===== src/rtl/agu_pkg.sv =====
package agu_pkg;

    parameter int XLEN  = 64;
    parameter int IMM_W = 19;
    localparam int HALF = XLEN / 2;

    typedef enum logic [1:0] {
        SZ_BYTE  = 2'd0,
        SZ_HALF  = 2'd1,
        SZ_WORD  = 2'd2,
        SZ_DWORD = 2'd3
    } acc_size_e;

    typedef enum logic [2:0] {
        AM_UNSCALED = 3'd0,
        AM_SCALED   = 3'd1,
        AM_PRE      = 3'd2,
        AM_POST     = 3'd3,
        AM_PCREL    = 3'd4,
        AM_REGIDX   = 3'd5,
        AM_RSVD6    = 3'd6,
        AM_RSVD7    = 3'd7
    } addr_mode_e;

    typedef enum logic [1:0] {
        IX_ZEXT32 = 2'd0,
        IX_SEXT32 = 2'd1,
        IX_FULL   = 2'd2,
        IX_RSVD   = 2'd3
    } idx_ext_e;

    typedef struct packed {
        logic              is_load;
        logic              is_pair;
        acc_size_e         size;
        addr_mode_e        mode;
        logic [IMM_W-1:0]  imm;
        logic [XLEN-1:0]   base;
        logic [XLEN-1:0]   index;
        idx_ext_e          idx_ext;
        logic              idx_scale;
        logic [XLEN-1:0]   pc;
    } agu_req_t;

    typedef struct packed {
        logic [XLEN-1:0] addr;
        logic [XLEN-1:0] addr2;
        logic            wb_valid;
        logic [XLEN-1:0] wb_value;
        logic            illegal;
        logic [XLEN-1:0] data;
    } agu_res_t;

    function automatic logic [XLEN-1:0] sext9(input logic [8:0] v);
        return {{(XLEN-9){v[8]}}, v};
    endfunction

    function automatic logic [XLEN-1:0] sext7(input logic [6:0] v);
        return {{(XLEN-7){v[6]}}, v};
    endfunction

    function automatic logic [XLEN-1:0] sext19(input logic [18:0] v);
        return {{(XLEN-19){v[18]}}, v};
    endfunction

    function automatic logic [XLEN-1:0] zext12(input logic [11:0] v);
        return {{(XLEN-12){1'b0}}, v};
    endfunction

    function automatic logic [XLEN-1:0] size_bytes(input acc_size_e s);
        return {{(XLEN-1){1'b0}}, 1'b1} << s;
    endfunction

    function automatic logic is_indexed_update(input addr_mode_e m);
        return (m == AM_PRE) || (m == AM_POST);
    endfunction

endpackage


===== src/rtl/agu_offset.sv =====
module agu_offset
    import agu_pkg::*;
(
    input  agu_req_t        req,
    output logic [XLEN-1:0] offset,
    output logic            use_pc,
    output logic            legal
);
    logic [XLEN-1:0] idx_ext_val;
    logic [1:0]      idx_shift;

    always_comb begin
        case (req.idx_ext)
            IX_ZEXT32: idx_ext_val = {{HALF{1'b0}}, req.index[HALF-1:0]};
            IX_SEXT32: idx_ext_val = {{HALF{req.index[HALF-1]}}, req.index[HALF-1:0]};
            default:   idx_ext_val = req.index;
        endcase
        idx_shift = req.idx_scale ? req.size : 2'd0;
    end

    always_comb begin
        offset = '0;
        use_pc = 1'b0;
        legal  = 1'b0;
        if (req.is_pair) begin
            offset = sext7(req.imm[6:0]) << req.size;
            legal  = req.size[1] &&
                     (req.mode == AM_SCALED || is_indexed_update(req.mode));
        end else begin
            case (req.mode)
                AM_UNSCALED, AM_PRE, AM_POST: begin
                    offset = sext9(req.imm[8:0]);
                    legal  = 1'b1;
                end
                AM_SCALED: begin
                    offset = zext12(req.imm[11:0]) << req.size;
                    legal  = 1'b1;
                end
                AM_PCREL: begin
                    offset = sext19(req.imm[18:0]) << 2;
                    use_pc = 1'b1;
                    legal  = req.is_load && req.size[1];
                end
                AM_REGIDX: begin
                    offset = idx_ext_val << idx_shift;
                    legal  = (req.idx_ext != IX_RSVD);
                end
                default: begin
                    offset = '0;
                    legal  = 1'b0;
                end
            endcase
        end
    end
endmodule


===== src/rtl/agu_addr.sv =====
module agu_addr
    import agu_pkg::*;
(
    input  logic [XLEN-1:0] base,
    input  logic [XLEN-1:0] pc,
    input  logic [XLEN-1:0] offset,
    input  logic            use_pc,
    input  logic            post,
    input  acc_size_e       size,
    output logic [XLEN-1:0] addr,
    output logic [XLEN-1:0] addr2,
    output logic [XLEN-1:0] wb_value
);
    logic [XLEN-1:0] sum;

    always_comb begin
        sum      = (use_pc ? pc : base) + offset;
        addr     = post ? base : sum;
        addr2    = addr + size_bytes(size);
        wb_value = sum;
    end
endmodule


===== src/rtl/agu_ldext.sv =====
module agu_ldext
    import agu_pkg::*;
(
    input  logic [XLEN-1:0] raw,
    input  acc_size_e       size,
    input  logic            is_load,
    input  logic            ld_signed,
    input  logic            dest_64,
    output logic [XLEN-1:0] data
);
    logic sx;

    always_comb begin
        sx = is_load && ld_signed;
        case (size)
            SZ_BYTE:  data = {{(XLEN-8){sx & raw[7]}}, raw[7:0]};
            SZ_HALF:  data = {{(XLEN-16){sx & raw[15]}}, raw[15:0]};
            SZ_WORD:  data = {{(XLEN-32){sx & raw[31]}}, raw[31:0]};
            default:  data = raw;
        endcase
        if (is_load && !dest_64) begin
            data[XLEN-1:HALF] = '0;
        end
    end
endmodule


===== src/rtl/lsu_agu.sv =====
module lsu_agu
    import agu_pkg::*;
(
    input  logic              clk,
    input  logic              rst,
    input  logic              in_valid,
    input  logic              is_load,
    input  logic              is_pair,
    input  logic [1:0]        size,
    input  logic [2:0]        mode,
    input  logic [IMM_W-1:0]  imm,
    input  logic [XLEN-1:0]   base,
    input  logic [XLEN-1:0]   index,
    input  logic [1:0]        idx_ext,
    input  logic              idx_scale,
    input  logic [XLEN-1:0]   pc,
    input  logic              ld_signed,
    input  logic              dest_64,
    input  logic [XLEN-1:0]   raw_data,
    output logic              out_valid,
    output logic [XLEN-1:0]   addr,
    output logic [XLEN-1:0]   addr2,
    output logic              wb_valid,
    output logic [XLEN-1:0]   wb_value,
    output logic              illegal,
    output logic [XLEN-1:0]   data_out
);
    agu_req_t        req;
    agu_res_t        nxt;
    agu_res_t        res_q;
    logic            valid_q;
    logic [XLEN-1:0] offset;
    logic            use_pc;
    logic            legal;
    logic [XLEN-1:0] a_addr;
    logic [XLEN-1:0] a_addr2;
    logic [XLEN-1:0] a_wb;
    logic [XLEN-1:0] x_data;

    always_comb begin
        req.is_load   = is_load;
        req.is_pair   = is_pair;
        req.size      = acc_size_e'(size);
        req.mode      = addr_mode_e'(mode);
        req.imm       = imm;
        req.base      = base;
        req.index     = index;
        req.idx_ext   = idx_ext_e'(idx_ext);
        req.idx_scale = idx_scale;
        req.pc        = pc;
    end

    agu_offset u_offset (
        .req    (req),
        .offset (offset),
        .use_pc (use_pc),
        .legal  (legal)
    );

    agu_addr u_addr (
        .base     (req.base),
        .pc       (req.pc),
        .offset   (offset),
        .use_pc   (use_pc),
        .post     (req.mode == AM_POST),
        .size     (req.size),
        .addr     (a_addr),
        .addr2    (a_addr2),
        .wb_value (a_wb)
    );

    agu_ldext u_ldext (
        .raw       (raw_data),
        .size      (req.size),
        .is_load   (req.is_load),
        .ld_signed (ld_signed),
        .dest_64   (dest_64),
        .data      (x_data)
    );

    always_comb begin
        nxt.addr     = a_addr;
        nxt.addr2    = a_addr2;
        nxt.wb_valid = in_valid && legal && is_indexed_update(req.mode);
        nxt.wb_value = a_wb;
        nxt.illegal  = in_valid && !legal;
        nxt.data     = x_data;
    end

    always_ff @(posedge clk) begin
        if (rst) begin
            valid_q <= 1'b0;
            res_q   <= '0;
        end else begin
            valid_q <= in_valid;
            if (in_valid) begin
                res_q <= nxt;
            end else begin
                res_q.wb_valid <= 1'b0;
                res_q.illegal  <= 1'b0;
            end
        end
    end

    assign out_valid = valid_q;
    assign addr      = res_q.addr;
    assign addr2     = res_q.addr2;
    assign wb_valid  = res_q.wb_valid;
    assign wb_value  = res_q.wb_value;
    assign illegal   = res_q.illegal;
    assign data_out  = res_q.data;
endmodule


===== config.mk =====
export PLATFORM = sky130hd
export DESIGN_NAME = lsu_agu
export DESIGN_NICKNAME = d
export VERILOG_FILES = /design/src/rtl/agu_pkg.sv /design/src/rtl/agu_offset.sv /design/src/rtl/agu_addr.sv /design/src/rtl/agu_ldext.sv /design/src/rtl/lsu_agu.sv
export SDC_FILE = /design/constraint.sdc
export NUM_CORES = 1
export LEC_CHECK = 0
export ABC_AREA = 1
export CAP_MARGIN = 25
export CORE_AREA = 2 2 212 214
export DETAILED_ROUTE_END_ITERATION = 6
export DIE_AREA = 0 0 214 216
export DONT_BUFFER_PORTS = 1
export PLACE_DENSITY = 0.75
export SYNTH_ARGS = -nofsm -noshare
export SYNTH_HDL_FRONTEND = slang
export SYNTH_SLANG_ARGS = --single-unit

===== constraint.sdc =====
create_clock -name clk -period 5.5 [get_ports clk]
set_clock_uncertainty 0.1 [all_clocks]
set_input_delay 0 -clock clk [delete_from_list [all_inputs] [get_ports clk]]
set_output_delay 0 -clock clk [all_outputs]
set_load 0.02 [all_outputs]

* Word-level counts from Yosys, hierarchy flattened
Index checks and enable logic that the tools add are counted.
** Operators by class
- Add/sub/neg operators :: 2
- Equality and inequality tests :: 9
- Shifts and indexed selects :: 4
- Muxes and demuxes :: 12
- Bitwise operators :: 4
- Reductions and logical operators :: 17
** Operators by type and width (count)
- one-hot mux 64 bit (4 select lines) :: 1
- 2-to-1 mux 64 bit :: 3
- one-hot mux 64 bit (3 select lines) :: 1
- adder 64 bit :: 2
- one-hot mux 64 bit (2 select lines) :: 1
- left shift 64 x 2 -> 64 bit :: 2
- left shift 1 x 2 -> 64 bit, first input constant :: 1
- left shift 12 x 2 -> 64 bit :: 1
- 2-to-1 mux 32 bit :: 1
- logical AND 1 bit :: 7
- == test 3 x 2 -> 1 bit, second input constant :: 2
- == test 3 bit, second input constant :: 2
- == test 2 x 1 -> 1 bit, second input constant :: 2
- zero test 2 bit :: 2
- OR reduction 4 bit :: 1
- AND 1 bit :: 3
- == test 3 x 1 -> 1 bit, second input constant :: 1
- zero test 3 bit :: 1
- 2-to-1 mux 1 bit :: 3
- one-hot mux 1 bit (3 select lines) :: 1
- OR reduction 3 bit :: 1
- == test 2 bit, second input constant :: 1
- zero test 1 bit :: 2
- logical OR 1 bit :: 2
- other kinds (4) :: 4
** Word-level totals
- Bits in registers :: 259
- Word-level logic and storage cells :: 55

* Depth between registers and ports, before layout
Gate-level depths: netlist of the first run.
- Depth after elaboration :: 8
- Gate-level depth with buffers :: 36
- Mapped depth without buffers :: 34

* Cells and area by module
Synthesis of the first run repeated with hierarchy kept, for this count alone.
** Unflattened totals
- Cell total of the unflattened synthesis :: 4807
- Area, all modules :: 25335.5 um^2
** Modules (own cells, without submodules)
- lsu_agu :: times used 1, cells each 1633, area an instance 10755.3 um^2, sequential area each 5185.0 um^2
- agu_addr :: times used 1, cells each 2234, area an instance 10433.8 um^2, sequential area each 0.0 um^2
- agu_offset :: times used 1, cells each 791, area an instance 3400.8 um^2, sequential area each 0.0 um^2
- agu_ldext :: times used 1, cells each 149, area an instance 745.7 um^2, sequential area each 0.0 um^2

* Least setup slack after synthesis of the first run
No wires, ideal clock.
- Path type :: in2reg
- Start point :: input size[1]
- End point :: register res_q (netlist bit addr2[51])
- Library setup time :: 0.110 ns
- Arrival :: 4.552 ns
- Slack :: 0.738 ns
- Stages on the path :: 32
- Cell sequence :: clkbuf_1 > nand2_1 > inv_1 > nor2_1 > clkbuf_1 > buf_1 > nand2_1 > a31oi_1 > ha_1 > fa_1 > or2_2 > o21ai_0 > inv_1 > ha_1 > nand3_1 > nand3_1 > and2_1 > nor2_1 > nor2_2 > nand3_2 > nor2_4 > inv_2 > nor2_1 > nand3_1 > nor2_1 > nand3_2 > nor2_1 > nand3_1 > nand2_1 > nand3_1 > nand2_1 > inv_1
** Between the ends
- Word-level cells in the longest chain between the ends :: 7
- Elaborated cells between the ends (all ways) :: 10
- Classes of those cells :: 2 x add/sub; 4 x shift; 4 x mux
** RTL lines
- start: declaration :: line lsu_agu.sv:9 : input logic [1:0] size,
- 2-to-1 mux 2 bit :: line agu_offset.sv:18 : idx_shift = req.idx_scale ? req.size : 2'd0;
- left shift 64 x 2 -> 64 bit :: line agu_offset.sv:45 : offset = idx_ext_val << idx_shift;
- one-hot mux 64 bit (4 select lines) :: line agu_offset.sv:30 : case (req.mode)
- 2-to-1 mux 64 bit (*) :: line agu_offset.sv:25 : if (req.is_pair) begin
- adder 64 bit (*) :: line agu_addr.sv:17 : sum = (use_pc ? pc : base) + offset;
- named net a_wb[1] :: line lsu_agu.sv:37 : logic [XLEN-1:0] a_wb;
- 2-to-1 mux 64 bit (*) :: line agu_addr.sv:18 : addr = post ? base : sum;
- named net a_addr[1] :: line lsu_agu.sv:35 : logic [XLEN-1:0] a_addr;
- adder 64 bit (*) :: line agu_addr.sv:19 : addr2 = addr + size_bytes(size);
- end signal: assignment :: line lsu_agu.sv:97 : res_q <= nxt;
- end: declaration :: line lsu_agu.sv:30 : agu_res_t res_q;
The timed path passes the listed nets; every way through them passes the cells marked *.
A chain may end at the register's enable or synchronous reset.

* Final worst setup path of the first run
- Start point :: input size[1]
- End point :: register res_q (netlist bit addr2[28])
The elaborated chain is that of the path after synthesis.

==> results of run 1 <==
==> cell families after synthesis <==
group	after synthesis	share of synthesized area
DFF	259	0.237
xor gates and xnor gates	9	0.00361
AOI/OAI and AO/OA	700	0.186
buffers and inverters	790	0.137
muxes	39	0.0191
and+or+nand+nor	1929	0.377
adders and majority gates	69	0.0402
==> Yosys cell counts, types with 21 or more instances <==
library cell	count	area, um^2
nor2_1	339	1270
nand3_1	241	1210
buf_1	22	82.6
o211ai_1	96	721
a221oi_1	44	385
a31oi_1	24	150
ha_1	67	838
inv_1	592	2220
dfxtp_1	259	5180
a21oi_1	216	1080
nand4_1	25	156
o21ai_0	267	1340
nand2_2	36	225
mux2_2	21	236
inv_2	22	82.6
clkbuf_1	132	495
nand2_1	1172	4400
==> metrics by stage <==
stage	power [W]	TNS (ns)	area, um^2
2_1_floorplan	0.00412	0	21800
3_3_place_gp	0.00491	0	22500
3_5_place_dp	0.00492	0	22500
4_1_cts	0.00723	0	26000
5_1_grt	0.00768	-0.0504	26100
6_report	0.00737	0	26100
==> sequential cells by signal, indices dropped and copies added, names as in the netlist <==
name and count:
addr 64, addr2 64, data_out 64, illegal 1, out_valid 1, wb_valid 1
wb_value 64
==> cell usage in the layout (no fill, tap or decap), drive strengths merged, types with 4 or more instances in the layout <==
master	synthesis	routed
xor2	8	8
mux2	21	21
diode	0	4
nand4	26	26
o31ai	4	4
nand3b	8	8
buf	38	71
o21bai	6	6
nor3	20	20
a21oi	217	217
o21ai	280	280
inv	614	615
a22oi	7	7
nor4	5	5
nand2	1211	1211
clkinvlp	0	4
o211ai	96	96
dlygate4sd3	0	233
clkbuf	132	40
and2	4	4
o22ai	8	8
a221oi	44	44
ha	67	67
or2	15	15
nor2	375	375
mux2i	18	18
a31oi	24	24
nand3	264	264
clkinv	6	15
dfxtp	259	259
==> where the power goes <==
part	switching [W]	internal (W)	leakage [nW]
combinational	0.00188	0.000885	10.9
sequential	0.000410	0.00206	2.14
clock	0.000908	0.00123	0.507
==> worst min-delay path: stages <==
cell	delay [ns]
mux2_2	0.17
ha_4	0.19
xor2_1	0.10
o21ai_0	0.16
inv_1	0.04
==> timing repair <==
item	4_1_cts	5_1_grt
endpoints found under the setup margin	0	10
buffers inserted	0	6
hold endpoints to repair	259	0
hold buffers	236	0
gates resized for setup	0	25
==> routing by layer <==
layer	routed length [um]	global-route usage	vias up
met5	80	0	-
met4	5120	0.186	12
met3	11600	0.101	282
met2	43700	0.650	1618
met1	40000	0.532	12100
li1	-	-	12500
==> worst min-delay path by stage <==
stage	from	endpoint	slack, ns	cells past startpoint
2_1_floorplan	raw_data[0]	data_out[0]$_SDFFE_PP0P_	0.03	2
3_3_place_gp	rst	out_valid$_SDFF_PP0_	-0.008	1
3_5_place_dp	rst	out_valid$_SDFF_PP0_	-0.003	1
4_1_cts	base[13]	addr[13]$_SDFFE_PP0P_	0.0001	8
5_1_grt	pc[2]	wb_value[2]$_SDFFE_PP0P_	0.02	5
6_report	pc[2]	wb_value[2]$_SDFFE_PP0P_	0.005	5
==> final cells by class <==
cell class | count | share of cell area
flip-flops and latches | 259 | 0.198
clock inverters | 17 | 0.00776
clock buffers | 39 | 0.0323
well taps | 592 | 0.0283
repair buffers | 306 | 0.116
multi-input cells | 2746 | 0.527
diodes | 4 | 0.000383
inverters | 620 | 0.0893
==> flow_summary.toml, run 1 <==
[setup_path]
r2r-start = "data_out[12]$_SDFFE_PP0P_"
cpPeakStageDelay_ns = 0.89
r2r_cells = 3
critPathKind = "in -> reg"
critPathSlowestCell = "dlygate4sd3_1"
crit_path_end_kind = "flip-flop"
crit_end = "addr2[28]$_SDFFE_PP0P_"
crit_top_cell = "dlygate4sd3_1"
path_buf_inv = 6
crit_path_max_fanout = 28
startpoint_type = "input pin"
worst_ep_arrival_time_ns = 5.71
r2r_end = "data_out[12]$_SDFFE_PP0P_"
crit_required_ns = 5.89
r2r_slack_ns = 3.95
cp-startpoint = "size[1]"
critical_path.top_delay_family = "buffers and inverters"
path_depth = 27

[timing]
tightest_slew_ns = 1.20
fmax_mhz = 188
period_share = 0.968
slew_viol_final = 0
period_minus_slack_ns = 5.32
finalHoldViolations = 0
hold_ws_ns = 0.00524
setup_ws_ns = 0.176
setup_viol = 0
slew_headroom = 0.197

[synth]
synth-edff-count = 0
ys.warnings.count = 0
synthFlopType = "dfxtp_1"
ys_ff_latch = 259
syn_avg_cell_area_um2 = 5.76
async_flop_share = 0
ys_types = 55
synthCells = 3795
syn_nets = 4154
ys_seq_area_frac = 0.237
netlist_area_mm2 = 0.0218

[floorplanning]
io_pins = 549
die-area_mm2 = 0.0462
core_mm2 = 0.0438
initial_utilization = 0.498
num_rows = 77
fp.dieH_um = 216
die_width_um = 214

[clocking]
cts_buffers = 30
cts_sinks = 259
path_clk_slew_ns = 0.06
clk_latency_ns = 0.60
h-tree-depth = 1
cts_tree = "done"
cts_buffer_depth = 3
clockRootBuffer = "clkbuf_16"

[outcome]
status = "finished, final reports clean"

[placement]
dpl.hpwl_mm = 76.1
finalWeightedCongestion = 1.06
portBuffers = 0
pre_cts_ws_ns = 0.481
dp_cells = 4280

[global_routing]
grt_antenna_before_repair = 8
grt_pass1_wl_mm = 148
grt_use_total = 0.412
grt-ovfl-total = 0
grt_max_degree = 274
grt_pass1_vias = 24200

[pwr]
p_leak_nw = 13.5
ir_drop_uv = 275
p_per_area_mw_per_mm2 = 282

[layout]
ff_latch_area_mm2 = 0.00518
fin_util = 0.596
stdcell_count = 4583
fillers = 4279
fin_nets = 4322
syn_to_final_growth_pct = 19.6
drive_above_1_share = 0.0775
multi_input_area_mm2 = 0.0138

[drt]
wl_per_cell_um = 21.9
detail-route-antenna-nets = 0
vias = 26500
first_pass_iters = 7
drt_wl_total_mm = 101
viasPerCell = 5.78
drc = 0
drtIter0Drc = 3259

[run]
drv_cap = 0

[worst_hold_path]
hold_path_class = "in -> reg"
Power figures use the tool's default switching activity.
==> inputs of run 2 (changes only) <==
- CORE_AREA: 2 2 212 214 -> default
- CORE_UTILIZATION: default -> 50
- DIE_AREA: 0 0 214 216 -> default
==> run 2 against run 1 <==
Effect of this change: global-route usage grew 2.1 points; routed wire length rose by 0.76%; die area is 3.6% lower; clock-buffer cell count up 2; total power fell by 0.33%; core utilization is 0.67 points higher; sequential cell count stayed put; worst hold slack better by 0.019 ns; combinational power is 2% lower; register-to-register slack got worse by 0.55 ns; final area shrank 0.62%; critical path depth increased by 1; critical path type unchanged; largest cell class unchanged.
==> flow_summary.toml, run 2 (synthesis gave the netlist of run 1 again) <==
[drt]
detail-route-antenna-nets = 0
wl_per_cell_um = 22.2
vias = 26600
drtIter0Drc = 3411
drt_wl_total_mm = 101
viasPerCell = 5.82
first_pass_iters = 6
drc = 0

[timing]
slew_viol_final = 0
tightest_slew_ns = 1.16
hold_ws_ns = 0.0244
setup_ws_ns = 0.154
finalHoldViolations = 0
period_minus_slack_ns = 5.35
setup_viol = 0
fmax_mhz = 187
period_share = 0.972
slew_headroom = 0.230

[placement]
dpl.hpwl_mm = 74.5
pre_cts_ws_ns = 0.536
portBuffers = 0
finalWeightedCongestion = 1.07
dp_cells = 4257

[setup_path]
worst_ep_arrival_time_ns = 5.73
r2r_end = "addr2[47]$_SDFFE_PP0P_"
crit_required_ns = 5.89
critPathKind = "in -> reg"
crit_path_max_fanout = 36
critPathSlowestCell = "dlygate4sd3_1"
path_depth = 28
r2r_cells = 6
critical_path.top_delay_family = "buffers and inverters"
r2r-start = "addr2[47]$_SDFFE_PP0P_"
crit_path_end_kind = "flip-flop"
cp-startpoint = "size[1]"
cpPeakStageDelay_ns = 0.65
r2r_slack_ns = 3.40
path_buf_inv = 4
startpoint_type = "input pin"

[layout]
drive_above_1_share = 0.0751
fin_util = 0.603
syn_to_final_growth_pct = 18.9
final_common_cell = "nand2_1"
stdcell_count = 4573
fin_nets = 4306
fillers = 4082
most-common-layout-cells = "nand2_1, inv_1, nor2_1"

[clocking]
cts_buffers = 30
cts_tree = "done"
cts_sinks = 259
path_clk_slew_ns = 0.07
clk_latency_ns = 0.61
cts_buffer_depth = 3
clockRootBuffer = "clkbuf_16"
h-tree-depth = 1

[global_routing]
grt_use_met2 = 0.687
grt-ovfl-total = 0
grt_use_met3 = 0.120
grt_pass1_vias = 24400
grt_use_met1 = 0.511
grt-busiest-layer = "met2"
grt_max_degree = 274
grt_pass1_wl_mm = 147
grt_use_total = 0.433
grt_antenna_before_repair = 14

[pwr]
seq_power_share = 0.338
internal_power_w = 0.00414
ir_drop_uv = 322
p_per_area_mw_per_mm2 = 283
combPwrFrac = 0.369
p_switching_w = 0.00321
power_w = 0.00735
pwr-share-clk = 0.293
p_leak_nw = 13.5
switching_share = 0.437

[floorplanning]
die_width_um = 211
initial_utilization = 0.507
io_pins = 549
core_mm2 = 0.0431
fp.dieH_um = 211
num_rows = 76
die-area_mm2 = 0.0445

[worst_hold_path]
min_path_cells = 7
min_to = "wb_value[28]$_SDFFE_PP0P_"
worstHoldStart = "pc[28]"
hold_path_class = "in -> reg"

[outcome]
status = "finished, final reports clean"

[run]
drv_cap = 0
## run 2: cell types whose count changed in the layout (fill, tap and decap cells not counted), moves of 3 or more
cell           change
diode_2           +14
nor2_1             +3
nand2_1            -3
buf_4              -7
clkinv_2           -4
dlygate4sd3_1      -8
nand2_2            +3
## run 2: tightest hold or removal path, cell delays in order
cell and delay (ns):
nor2_1 0.03, a21oi_1 0.11, ha_1 0.26, nand3_1 0.10, nand2_1 0.09, o21ai_0 0.07
inv_1 0.05
## run 2: worst max-delay path by stage
| stage | end |
|---|---|
| 2_1_floorplan | addr2[51]$_SDFFE_PP0P_ |
| 4_1_cts | addr2[47]$_SDFFE_PP0P_ |
| 5_1_grt | addr2[47]$_SDFFE_PP0P_ |
| 3_3_place_gp | addr2[55]$_SDFFE_PP0P_ |
| 3_5_place_dp | addr2[53]$_SDFFE_PP0P_ |
| 6_report | addr2[54]$_SDFFE_PP0P_ |
## run 2: timing repair
item / 4_1_cts / 5_1_grt
endpoints found under the setup margin: 0 / 3
resized for setup: 0 / 21
buffers inserted: 0 / 15
hold buffers: 227 / 0
endpoints found under the hold margin: 259 / 0
## run 2: stage by stage
stage | area (um^2) | setup TNS [ns]
floorplan | 21800 | 0
global placement | 22400 | 0
detailed placement | 22400 | 0
CTS | 25700 | 0
global route | 26000 | -0.0422
finish | 26000 | 0
## run 2: power groups by stage
stage	Combinational, W	Sequential (W)	Clock [W]
floorplan	0.00170	0.00242	0
global placement	0.00236	0.00251	0
detailed placement	0.00237	0.00251	0
CTS	0.00258	0.00247	0.00214
global route	0.00295	0.00249	0.00223
finish	0.00271	0.00248	0.00215
## run 2: area by class of cell
class                      instances  area, um^2  share of cell area
clock buffer                      41         872              0.0336
timing repair buffer             290        2880               0.111
inverter                         620        2330              0.0899
antenna                           18        45.0             0.00173
clock inverter                    14         173             0.00665
multi-input combinational       2746       13800               0.529
tap                              585         732              0.0282
sequential                       259        5180               0.200
## run 2: per-layer routing
layer | routed length [um] | part of all wire
met1 | 37300 | 0.37
met2 | 44300 | 0.44
met3 | 11900 | 0.12
met4 | 7820 | 0.077
met5 | 0 | 0
